## src/rtl/lrsc_pkg.sv

```systemverilog
package lrsc_pkg;

    typedef enum logic [0:0] {
        RSV_IDLE = 1'b0,
        RSV_HELD = 1'b1
    } rsv_state_e;

    typedef enum logic [2:0] {
        TR_STAY    = 3'd0,
        TR_ACQUIRE = 3'd1,
        TR_REPLACE = 3'd2,
        TR_CONSUME = 3'd3,
        TR_KILL    = 3'd4
    } rsv_trans_e;

    localparam int unsigned SC_PASS_CODE = 0;
    localparam int unsigned SC_FAIL_CODE = 1;

endpackage

```

## src/rtl/lrsc_block_match.sv

```systemverilog
module lrsc_block_match #(
    parameter int unsigned TAG_W = 26
) (
    input  logic [TAG_W-1:0] tag_a_i,
    input  logic [TAG_W-1:0] tag_b_i,
    output logic             same_o
);
    always_comb begin
        same_o = (tag_a_i == tag_b_i);
    end
endmodule

```

## src/rtl/lrsc_rsv_fsm.sv

```systemverilog
module lrsc_rsv_fsm
    import lrsc_pkg::*;
#(
    parameter int unsigned TAG_W = 26
) (
    input  logic             clk_i,
    input  logic             rst_ni,
    input  logic             lr_req_i,
    input  logic             sc_req_i,
    input  logic [TAG_W-1:0] req_tag_i,
    input  logic             snoop_valid_i,
    input  logic             snoop_hits_rsv_i,
    input  logic             snoop_hits_req_i,
    input  logic             req_hits_rsv_i,
    output logic             held_o,
    output logic [TAG_W-1:0] rsv_tag_o,
    output logic             sc_pass_o
);
    rsv_state_e       state_q, state_d;
    rsv_trans_e       trans;
    logic [TAG_W-1:0] tag_q, tag_d;
    logic             rsv_killed;
    logic             lr_snooped;

    always_comb begin
        rsv_killed = snoop_valid_i && snoop_hits_rsv_i;
        lr_snooped = snoop_valid_i && snoop_hits_req_i;
    end

    // transition selection
    always_comb begin
        trans = TR_STAY;
        unique case (state_q)
            RSV_IDLE: begin
                if (lr_req_i && !lr_snooped) begin
                    trans = TR_ACQUIRE;
                end
            end
            RSV_HELD: begin
                if (sc_req_i) begin
                    trans = TR_CONSUME;
                end else if (lr_req_i) begin
                    trans = lr_snooped ? TR_KILL : TR_REPLACE;
                end else if (rsv_killed) begin
                    trans = TR_KILL;
                end
            end
            default: trans = TR_STAY;
        endcase
    end

    always_comb begin
        state_d = state_q;
        tag_d   = tag_q;
        unique case (trans)
            TR_ACQUIRE, TR_REPLACE: begin
                state_d = RSV_HELD;
                tag_d   = req_tag_i;
            end
            TR_CONSUME, TR_KILL: begin
                state_d = RSV_IDLE;
            end
            default: begin
                state_d = state_q;
            end
        endcase
    end

    // state register
    always_ff @(posedge clk_i) begin
        if (!rst_ni) begin
            state_q <= RSV_IDLE;
            tag_q   <= '0;
        end else begin
            state_q <= state_d;
            tag_q   <= tag_d;
        end
    end

    // outputs
    always_comb begin
        held_o    = (state_q == RSV_HELD);
        rsv_tag_o = tag_q;
        sc_pass_o = 1'b0;
        unique case (state_q)
            RSV_HELD: sc_pass_o = sc_req_i && req_hits_rsv_i && !rsv_killed;
            default:  sc_pass_o = 1'b0;
        endcase
    end
endmodule

```

## src/rtl/lrsc_result_reg.sv

```systemverilog
module lrsc_result_reg
    import lrsc_pkg::*;
#(
    parameter int unsigned CODE_W = 2
) (
    input  logic              clk_i,
    input  logic              rst_ni,
    input  logic              sc_req_i,
    input  logic              sc_pass_i,
    output logic              rsp_valid_o,
    output logic [CODE_W-1:0] rsp_code_o
);
    localparam logic [CODE_W-1:0] PASS_V = CODE_W'(SC_PASS_CODE);
    localparam logic [CODE_W-1:0] FAIL_V = CODE_W'(SC_FAIL_CODE);

    always_ff @(posedge clk_i) begin
        if (!rst_ni) begin
            rsp_valid_o <= 1'b0;
            rsp_code_o  <= PASS_V;
        end else begin
            rsp_valid_o <= sc_req_i;
            rsp_code_o  <= (sc_req_i && !sc_pass_i) ? FAIL_V : PASS_V;
        end
    end
endmodule

```

## src/rtl/lrsc_monitor.sv

```systemverilog
module lrsc_monitor #(
    parameter int unsigned ADDR_W  = 32,
    parameter int unsigned WORD_LG = 2,
    parameter int unsigned GRAN_LG = 6,
    parameter int unsigned CODE_W  = 2
) (
    input  logic              clk_i,
    input  logic              rst_ni,
    input  logic              req_valid_i,
    input  logic              req_is_sc_i,
    input  logic [ADDR_W-1:0] req_addr_i,
    input  logic              snoop_valid_i,
    input  logic [ADDR_W-1:0] snoop_addr_i,
    output logic              sc_wr_en_o,
    output logic              rsp_valid_o,
    output logic [CODE_W-1:0] rsp_code_o
);
    localparam int unsigned TAG_W = ADDR_W - GRAN_LG;

    generate
        if (GRAN_LG < WORD_LG || GRAN_LG >= ADDR_W) begin : g_bad_gran
            $error("GRAN_LG must lie in [WORD_LG, ADDR_W)");
        end
    endgenerate

    logic [TAG_W-1:0] req_tag, snoop_tag, rsv_tag;
    logic             lr_req, sc_req;
    logic             snoop_hits_rsv, snoop_hits_req, req_hits_rsv;
    logic             rsv_held, sc_pass;

    always_comb begin
        req_tag   = req_addr_i[ADDR_W-1:GRAN_LG];
        snoop_tag = snoop_addr_i[ADDR_W-1:GRAN_LG];
        lr_req    = req_valid_i && !req_is_sc_i;
        sc_req    = req_valid_i &&  req_is_sc_i;
    end

    lrsc_block_match #(.TAG_W(TAG_W)) u_snoop_rsv (
        .tag_a_i(snoop_tag), .tag_b_i(rsv_tag), .same_o(snoop_hits_rsv)
    );
    lrsc_block_match #(.TAG_W(TAG_W)) u_snoop_req (
        .tag_a_i(snoop_tag), .tag_b_i(req_tag), .same_o(snoop_hits_req)
    );
    lrsc_block_match #(.TAG_W(TAG_W)) u_req_rsv (
        .tag_a_i(req_tag), .tag_b_i(rsv_tag), .same_o(req_hits_rsv)
    );

    lrsc_rsv_fsm #(.TAG_W(TAG_W)) u_fsm (
        .clk_i            (clk_i),
        .rst_ni           (rst_ni),
        .lr_req_i         (lr_req),
        .sc_req_i         (sc_req),
        .req_tag_i        (req_tag),
        .snoop_valid_i    (snoop_valid_i),
        .snoop_hits_rsv_i (snoop_hits_rsv),
        .snoop_hits_req_i (snoop_hits_req),
        .req_hits_rsv_i   (req_hits_rsv),
        .held_o           (rsv_held),
        .rsv_tag_o        (rsv_tag),
        .sc_pass_o        (sc_pass)
    );

    lrsc_result_reg #(.CODE_W(CODE_W)) u_result (
        .clk_i       (clk_i),
        .rst_ni      (rst_ni),
        .sc_req_i    (sc_req),
        .sc_pass_i   (sc_pass),
        .rsp_valid_o (rsp_valid_o),
        .rsp_code_o  (rsp_code_o)
    );

    always_comb begin
        sc_wr_en_o = sc_pass;
    end
endmodule

```

## config.mk

```make
export PLATFORM = sky130hd
export DESIGN_NAME = lrsc_monitor
export DESIGN_NICKNAME = d
export VERILOG_FILES = /design/src/rtl/lrsc_pkg.sv /design/src/rtl/lrsc_block_match.sv /design/src/rtl/lrsc_rsv_fsm.sv /design/src/rtl/lrsc_result_reg.sv /design/src/rtl/lrsc_monitor.sv
export SDC_FILE = /design/constraint.sdc
export NUM_CORES = 1
export LEC_CHECK = 0
export BUFFER_PORTS_ARGS = -buffer_cell sky130_fd_sc_hd__clkbuf_2
export CAP_MARGIN = 15
export CELL_PAD_IN_SITES_DETAIL_PLACEMENT = 1
export CELL_PAD_IN_SITES_GLOBAL_PLACEMENT = 1
export CORE_ASPECT_RATIO = 0.6
export CORE_MARGIN = 2
export CORE_UTILIZATION = 33
export DETAILED_ROUTE_END_ITERATION = 7
export PLACE_DENSITY = 0.83
export SLEW_MARGIN = 20
export SYNTH_ARGS = -nofsm -noshare
export SYNTH_HDL_FRONTEND = slang
export SYNTH_SLANG_ARGS = --single-unit
```

## constraint.sdc

```tcl
create_clock -name clk_i -period 1.55 [get_ports clk_i]
set_clock_uncertainty 0.15 [all_clocks]
set_input_delay 0.155 -clock clk_i [delete_from_list [all_inputs] [get_ports clk_i]]
set_output_delay 0.155 -clock clk_i [all_outputs]
set_load 0.05 [all_outputs]
```

# Word level (Yosys, flattened, before mapping)
# Cells that the tools add are included.
[op_classes]
n_addsub = 0
n_eq_ne = 7
n_div = 0
n_lt_le_gt_ge = 0
n_reduce_logical = 15
n_bitwise = 1
n_mul = 0
muxes = 9
n_shift = 0
[op_table]
columns = ["cell", "n"]
rows = [
  ["26-bit == test", 3],
  ["3-bit two-way mux", 4],
  ["1-bit logical AND", 8],
  ["3-bit by 2-bit == test with 1-bit output, second input constant", 2],
  ["3-bit case mux with 2 select lines", 1],
  ["1-bit logical NOT", 4],
  ["2-bit OR reduction", 2],
  ["3-bit by 1-bit == test with 1-bit output, second input constant", 1],
  ["3-bit == test, second input constant", 1],
  ["1-bit two-way mux", 3],
  ["1-bit case mux with 2 select lines", 1],
  ["2-bit nonzero test", 1],
  ["1-bit NOT", 1],
]
[totals]
register_bits = 30
ramBits = 0
latchBits = 0
rom_bits = 0
mem_count = 0
elab_cells = 36

# Depth between registers and ports, before layout
# Gate-level depths: netlist (run 1).
[logic_depth]
ltp_word = 9
depth_mapped = 7

# Hierarchy
# From an unflattened synthesis (run 1), not the netlist that was laid out.
[unflattened]
hier_cells = 235
area_unflattened_um2 = 2059.5
[modules_own_cells]
columns = ["module", "n_inst", "cells_per_inst", "area_per_inst_um2", "seq_area_each_um2"]
rows = [
  ["lrsc_rsv_fsm", 1, 122, 1113.6, 540.5],
  ["lrsc_block_match", 3, 35, 287.8, 0.0],
  ["lrsc_result_reg", 1, 6, 66.3, 40.0],
  ["lrsc_monitor", 1, 2, 16.3, 0.0],
]

# Worst setup path after synthesis (run 1)
# Ideal clock, no wire load.
[synth_timing]
path_kind = "register to register"
startpoint = "register u_fsm.tag_q[19], in the netlist u_fsm.rsv_tag_o[19]"
endpoint = "register u_result.rsp_code_o[0]"
path_slack_ps = -878
t_required_ps = 1228
arrival_time_ps = 2105
setup_time_ps = 172
stages_incl_launch_ff = 6
period_less_slack_ps = 2428
path_cell_list = "dfxtp_1 > xor2_1 > nor4_1 > nand4_1 > a2111oi_2 > nor2b_1"
[synth_between]
elab_chain_cells = 8
[synth_rtl]
columns = ["item", "line_no", "text"]
rows = [
  ["start, declared", "lrsc_rsv_fsm.sv:21", "logic [TAG_W-1:0] tag_q, tag_d;"],
  ["start signal, assigned", "lrsc_rsv_fsm.sv:76", "tag_q <= tag_d;"],
  ["26-bit == test", "lrsc_block_match.sv:9", "same_o = (tag_a_i == tag_b_i);"],
  ["1-bit logical AND", "lrsc_rsv_fsm.sv:26", "rsv_killed = snoop_valid_i && snoop_hits_rsv_i;"],
  ["1-bit logical NOT", "lrsc_rsv_fsm.sv:86", "RSV_HELD: sc_pass_o = sc_req_i && req_hits_rsv_i && !rsv_killed;"],
  ["1-bit logical AND (*)", "lrsc_rsv_fsm.sv:86", ""],
  ["1-bit two-way mux (*)", "lrsc_rsv_fsm.sv:85", "unique case (state_q)"],
  ["named net sc_wr_en_o", "lrsc_monitor.sv:14", "output logic sc_wr_en_o,"],
  ["1-bit logical NOT (*)", "lrsc_result_reg.sv:22", "rsp_code_o <= (sc_req_i && !sc_pass_i) ? FAIL_V : PASS_V;"],
  ["1-bit logical AND (*)", "lrsc_result_reg.sv:22", ""],
  ["1-bit two-way mux (*)", "lrsc_result_reg.sv:22", ""],
  ["end signal, assigned", "lrsc_result_reg.sv:22", ""],
  ["end, declared", "lrsc_result_reg.sv:11", "output logic [CODE_W-1:0] rsp_code_o"],
]
# The timed path passes the listed nets; every way through them passes the cells marked *.
# A chain may end at the register's enable or synchronous reset.

# Worst setup path after layout (run 1)
[layout_timing]
startpoint = "register u_fsm.tag_q[25], in the netlist u_fsm.rsv_tag_o[25]"
endpoint = "output port sc_wr_en_o"
[layout_between]
elab_chain_cells = 5
[layout_rtl]
columns = ["item", "line_no"]
rows = [
  ["26-bit == test", "lrsc_block_match.sv:9"],
  ["1-bit logical AND", "lrsc_rsv_fsm.sv:26"],
  ["1-bit logical NOT", "lrsc_rsv_fsm.sv:86"],
  ["1-bit logical AND (*)", "lrsc_rsv_fsm.sv:86"],
  ["1-bit two-way mux (*)", "lrsc_rsv_fsm.sv:85"],
  ["end, declared", "lrsc_monitor.sv:14"],
]
# Every way passes the cells marked *; elsewhere a longest branch is shown, timed or not.

==> results of run 1 <==
==> flip-flops by register name, summed over array words and instances, names as in the netlist <==
name / flops
u_fsm.held_o: 1
u_fsm.rsv_tag_o: 26
u_result.rsp_valid_o: 1
u_result.rsp_code_o: 1
==> power groups by stage <==
stage	clock, uW	combinational, uW	sequential [uW]
2_1_floorplan	0	282	840
3_3_place_gp	0	524	831
3_5_place_dp	0	541	836
4_1_cts	656	641	822
5_1_grt	683	732	829
6_report	636	688	825
==> layer usage <==
metal | vias to the layer above | global-route usage
met4 | 0 | 0.0200
met5 | - | 0
li1 | 961 | -
met3 | 4 | 0.0463
met1 | 949 | 0.286
met2 | 50 | 0.385
==> worst max-delay path, delay by kind of cell, from the launching register on <==
kind / cells / cell delay (ps)
AOI/OAI and AO/OA: 1 / 370
xor gates and xnor gates: 1 / 180
buffers and inverters: 1 / 240
DFF: 1 / 330
and+or+nand+nor: 2 / 470
==> timing repair <==
action                                  CTS  global route
hold endpoints to repair                  1             0
resized for setup                        56            27
pin swaps                                27            13
buffers inserted                          4             2
endpoints found under the setup margin   29            29
cloned                                    1             0
hold buffers                              1             0
==> synth_stat cells <==
master,number
nor4_1,8
xor2_1,26
nand3_1,3
buf_4,1
nand2_1,53
a2111oi_2,1
a21oi_1,1
nand2b_1,1
dfxtp_1,29
conb_1,1
inv_1,1
nor2b_1,1
o21a_1,1
nand4_1,13
mux2i_1,26
and3_1,1
buf_6,1
clkbuf_1,6
nor3_1,3
buf_12,2
a211oi_1,1
xnor2_1,52
==> final cells by class <==
class / instances / area share
Multi-Input combinational cell: 192 / 0.517
Timing Repair Buffer: 98 / 0.234
Sequential cell: 29 / 0.188
Tap cell: 84 / 0.0328
Clock buffer: 7 / 0.0269
Inverter: 1 / 0.00117
==> path summary, 6_finish.rpt <==
check	to	startpoint	depth (start not counted)
setup / recovery	sc_wr_en_o	u_fsm.rsv_tag_o[25]	5
hold reg to reg	u_fsm.rsv_tag_o[6]	u_fsm.rsv_tag_o[6]	2
hold / removal	u_fsm.rsv_tag_o[14]	req_addr_i[20]	3
setup reg to reg	u_result.rsp_code_o[0]	u_fsm.rsv_tag_o[25]	6
==> through the flow <==
stage          std cells  setup TNS (ps)  worst slack (ps)  instance area [sq um]  power (uW)
2_1_floorplan        232            -820              -404                   2040        1120
3_3_place_gp         397           -9240              -488                   2660        1350
3_5_place_dp         397          -12270              -599                   2660        1380
4_1_cts              409           -1280              -653                   3080        2120
5_1_grt              411           -4380              -727                   3210        2240
6_report             411           -2060              -631                   3210        2150
==> logic make-up (layout without fill, tap and decap cells) <==
group / count (synthesis) / after routing / share of synthesized area
muxes: 26 / 26 / 0.128
and+or+nand+nor: 83 / 83 / 0.187
DFF: 29 / 29 / 0.286
buffers and inverters: 11 / 106 / 0.0420
xor gates and xnor gates: 78 / 78 / 0.337
other: 1 / 1 / 0.00185
AOI/OAI and AO/OA: 4 / 4 / 0.0173
==> metrics.csv, run 1 <==
metric,value,unit
outcome,"finished, violations left",
failing checks,negative setup slack,
fin crit period,2180,ps
critical path's slowest cell,a2111oi_4,
depth of the CTS H-tree,2,
Worst EP arrival,1880,ps
worst path required time,1240,ps
Layout Nets,396,
Leakage,0.00138,uW
switching share of total power,0.306,
Hold Slack,13.1,ps
pin count of the biggest net entering global routing,26,
peak supply drop,338,uV
Clock power frac,0.296,
mean post-synth cell area,8.74,sq um
Die X,105,microns
max incr delay on CP,370,ps
vias,1964,
Clock Path Buffers,2,
DR pass1 iterations,4,
Post-DRT Antenna Nets,0,
initial DRC count,47,
worst-path fanout max,2,
type of origin of the critical path,register,
Setup Crit Path Kind,reg -> out,
Num CTS Buffers,5,
row count,22,
fmax,459,MHz
PwrDens,670,nW/um^2
total die area,6810,sq um
vias in the first global route,2170,
"Distinct cells, synth",22,
P_sw,658,uW
Final Core Density,0.532,
Worst-path clk slew,60,ps
WL per Instance,17.7,microns
M1 wire length,3.47,mm
CTS tree,built,
Port Buf Inserts,59,
Root Driver,clkbuf_8,
total track usage,0.219,
register area share after synthesis,0.286,
Fin. Hold Viols,0,
max-slew violations,0,
Worst setup EP type,primary output,
global-route wire length before repair,11.3,mm
RSZ-0062 raised after global routing,true,
Clock Sinks,29,
most frequent cells in the layout,"nand2_1, clkbuf_2, xnor2_1, mux2i_1, xor2_1",
initial antenna violation count,0,
Synth top area share,0.286,
layout cell share with drive strength beyond 1,0.471,
warnings from Yosys,0,
Final Cycle Share,1.41,
DR DRC count,0,
Synth Cell Area,2030,sq um
io pins,73,
total congestion overflow,0,
Final GP Congestion,0.807,
# setup viols final,29,
PnR worst setup slack,-631,ps
met2 wire length,3.51,mm
Logic pwr share,0.320,
area of the multi-input gates,1660,sq um
"most common cell after layout, fill and taps aside",nand2_1,
worst hold-check path type,in -> reg,
n_diodes,0,
Sequential Area,604,sq um
Syn Nets,301,
fillers,694,
detailed placer's ending HPWL,5.41,mm
Flop pwr share,0.384,
highest metal used,met4,
largest cells by area after synthesis,"dfxtp_1, xnor2_1, mux2i_1",
r2r setup slk,-260,ps
metal3 WL,267,microns
core area,6030,sq um
area grow syn2layout,58.3,%
die height,64.7,microns
Yosys reg bits,29,
Internal,1490,uW
vias per inst,4.78,
Post-Syn Instances,232,
Worst-Skew Late Latency,280,ps
# Max-Cap Violations,0,
Initial Util,0.336,
WL final,7.27,mm
post-synth top area cell,dfxtp_1,
critical path cell sequence,xor2_1 > nor4_4 > nand3_2 > a2111oi_4 > clkbuf_16,
(Power assumes the default switching activity.)
==> inputs of run 2 (changes only) <==
--- a/config.mk
+++ b/config.mk
@@ -17,4 +17,5 @@
 export SLEW_MARGIN = 20
 export SYNTH_ARGS = -nofsm -noshare
 export SYNTH_HDL_FRONTEND = slang
+export SYNTH_HIERARCHICAL = 1
 export SYNTH_SLANG_ARGS = --single-unit
==> run 2 against run 1 <==
The run still ends with negative setup slack left; cell count is 1.5% higher; register-to-register slack worse by 260 ps; via count is 0.36% higher; critical path type unchanged.
==> metrics.csv, run 2 <==
metric,value,unit,change
DR pass1 iterations,4,,unchanged
max-slew violations,0,,unchanged
depth of the CTS H-tree,2,,unchanged
peak supply drop,265,uV,was 338 uV
row count,22,,unchanged
Post-synth EDFFs,0,,unchanged
DR DRC count,0,,unchanged
"top cells by count, synth","nand2_1, xor2_1, xnor2_1",,"was nand2_1, xnor2_1, dfxtp_1"
worst-path fanout max,2,,unchanged
type of origin of the critical path,register,,unchanged
warnings from Yosys,6,,was 0
Syn Nets,304,,was 301
io pins,73,,unchanged
critical path cell sequence,xor2_1 > nor4_2 > nand3_1 > nor4_2 > nand3_1 > a21oi_4 > buf_8,,was xor2_1 > nor4_4 > nand3_2 > a2111oi_4 > clkbuf_16
adder-cell share of the synthesized area,0,,unchanged
"Distinct cells, synth",23,,was 22
Worst setup EP type,primary output,,unchanged
Fin. Hold Viols,0,,unchanged
cell area after layout,3010,sq um,was 3210 sq um
critical path's slowest cell,dfxtp_1,,was a2111oi_4
# Max-Cap Violations,0,,unchanged
Final Cycle Share,1.53,,was 1.41
outcome,"finished, violations left",,unchanged
Post-Syn Instances,235,,was 232
fmax,422,MHz,was 459 MHz
kind of cell adding the most delay to the critical path,simple AND/OR/NAND/NOR gates,,unchanged
WL final,6.51,mm,was 7.27 mm
Port Buf Inserts,59,,unchanged
"most common cell after layout, fill and taps aside",clkbuf_2,,was nand2_1
RSZ-0062 raised after global routing,true,,unchanged
total track usage,0.187,,was 0.219
Worst EP arrival,2060,ps,was 1880 ps
Async SR Flop Fraction,0,,unchanged
Yosys reg bits,29,,unchanged
worst path required time,1240,ps,about the same
Power Total,2050,uW,was 2150 uW
register area share after synthesis,0.282,,was 0.286
pin count of the biggest net entering global routing,56,,was 26
Synth top area share,0.282,,was 0.286
Root Driver,clkbuf_8,,unchanged
CP bufs+invs,1,,unchanged
mean post-synth cell area,8.76,sq um,was 8.74 sq um
CTS tree,built,,unchanged
simple-gate share of the synthesized area,0.209,,was 0.187
Layout Nets,402,,was 396
PwrDens,682,nW/um^2,was 670 nW/um^2
Setup Crit Path Kind,reg -> out,,unchanged
Leakage,0.00132,uW,was 0.00138 uW
detailed placer's ending HPWL,4.40,mm,was 5.41 mm
Clock Sinks,29,,unchanged
ys flop type,dfxtp_1,,unchanged
total die area,6910,sq um,was 6810 sq um
Worst-Skew Late Latency,280,ps,about the same
global-route wire length before repair,9.93,mm,was 11.3 mm
failing checks,negative setup slack,,unchanged
Initial Util,0.339,,was 0.336
largest cells by area after synthesis,"dfxtp_1, xor2_1, xnor2_1",,"was dfxtp_1, xnor2_1, mux2i_1"
# setup viols final,29,,unchanged
vias,1971,,was 1964
largest family of logic cells by synthesized area,XOR/XNOR gates,,unchanged
WL per Instance,15.6,microns,was 17.7 microns
Post-DRT Antenna Nets,0,,unchanged
core area,6080,sq um,was 6030 sq um
Synth Cell Area,2060,sq um,was 2030 sq um
Clock Path Buffers,2,,unchanged
max incr delay on CP,330,ps,was 370 ps
initial antenna violation count,0,,unchanged
fin crit period,2370,ps,was 2180 ps
vias per inst,4.73,,was 4.78
number of flip-flops in the largest register,26,,unchanged
total congestion overflow,0,,unchanged
most frequent cells in the layout,"clkbuf_2, nand2_1, xor2_1, xnor2_1",,"was nand2_1, clkbuf_2, xnor2_1, mux2i_1, xor2_1"
Worst-path clk slew,70,ps,was 60 ps
Hold Slack,11.7,ps,was 13.1 ps
Final GP Congestion,0.782,,was 0.807
vias in the first global route,2087,,was 2170
worst hold-check path type,in -> reg,,unchanged
initial DRC count,71,,was 47
Num CTS Buffers,5,,unchanged
setup TNS,-8420,ps,was -2060 ps
post-synthesis mux area share,0.132,,was 0.128
post-synth top area cell,dfxtp_1,,unchanged
PnR worst setup slack,-819,ps,was -631 ps
top-count cell post-synth,nand2_1,,unchanged
area grow syn2layout,46.2,%,was 58.3%
layout cell share with drive strength beyond 1,0.372,,was 0.471
die height,65.2,microns,was 64.7 microns
post-synthesis compound-gate area fraction,0.00851,,was 0.0173
n_diodes,0,,unchanged
area post-placement,2610,sq um,was 2660 sq um
pre-CTS setup slack,-675,ps,was -599 ps
Die X,106,microns,was 105 microns
Synth Area in XOR/XNOR,0.332,,was 0.337
## run 2: worst reg2reg max path, cell delays in order, from the launching register on
cell and delay (ps):
dfxtp_1 330, xor2_1 180, nor4_2 330, nand3_1 160
nor4_2 310, nand3_1 160, a21oi_4 160, and3b_1 190
## run 2: routing by layer
layer | wire length, microns | track usage | vias up
li1 | - | - | 977
met1 | 2950 | 0.223 | 941
met2 | 3260 | 0.330 | 47
met3 | 259 | 0.0595 | 6
met4 | 41 | 0.0477 | 0
met5 | 0 | 0 | -
## run 2: path summary, 6_finish.rpt
check / depth (start not counted) / to / from / slack, ps
worst min-delay path: 3 / u_fsm/rsv_tag_o[13] / req_addr_i[19] / 10
worst max register to register: 7 / u_result/rsp_code_o[0] / u_fsm/rsv_tag_o[16] / -520
worst min register to register: 2 / u_fsm/rsv_tag_o[1] / u_fsm/rsv_tag_o[1] / 340
worst max-delay path: 7 / sc_wr_en_o / u_fsm/rsv_tag_o[16] / -820
## run 2: cell families after synthesis
logic type	after synthesis
other	1
XOR/XNOR	78
buffers and inverters	10
AO/OA/AOI/OAI	3
AND/OR/NAND/NOR	87
flip-flops	29
multiplexers	27
## run 2: what timing repair did
item / 4_1_cts / 5_1_grt
hold endpoints to repair: 12 / 0
gates resized for setup: 8 / 29
endpoints found under the setup margin: 29 / 29
pin swaps: 0 / 16
hold buffers: 12 / 0
buffers inserted: 1 / 2
cloned: 3 / 0
## run 2: cell type report
class / count / area [sq um]
multi-input combinational: 199 / 1560
timing repair buffer: 98 / 666
fill: 720 / 3070
sequential: 29 / 593
clock buffer: 7 / 86.3
tap: 84 / 105
## run 2: where the power goes
| group | leakage, uW | total, uW | internal, uW | switching [uW] |
|---|---|---|---|---|
| registers | 0.000241 | 825 | 786 | 38.5 |
| logic | 0.00104 | 583 | 289 | 294 |
| clock network | 0.0000443 | 645 | 352 | 294 |
## run 2: through the flow
| step | instances | utilization |
|---|---|---|
| 2_1_floorplan | 235 | - |
| 3_3_place_gp | 392 | 0.428 |
| 3_5_place_dp | 392 | 0.428 |
| 4_1_cts | 415 | 0.474 |
| 5_1_grt | 417 | 0.495 |
| 6_report | 417 | 0.495 |
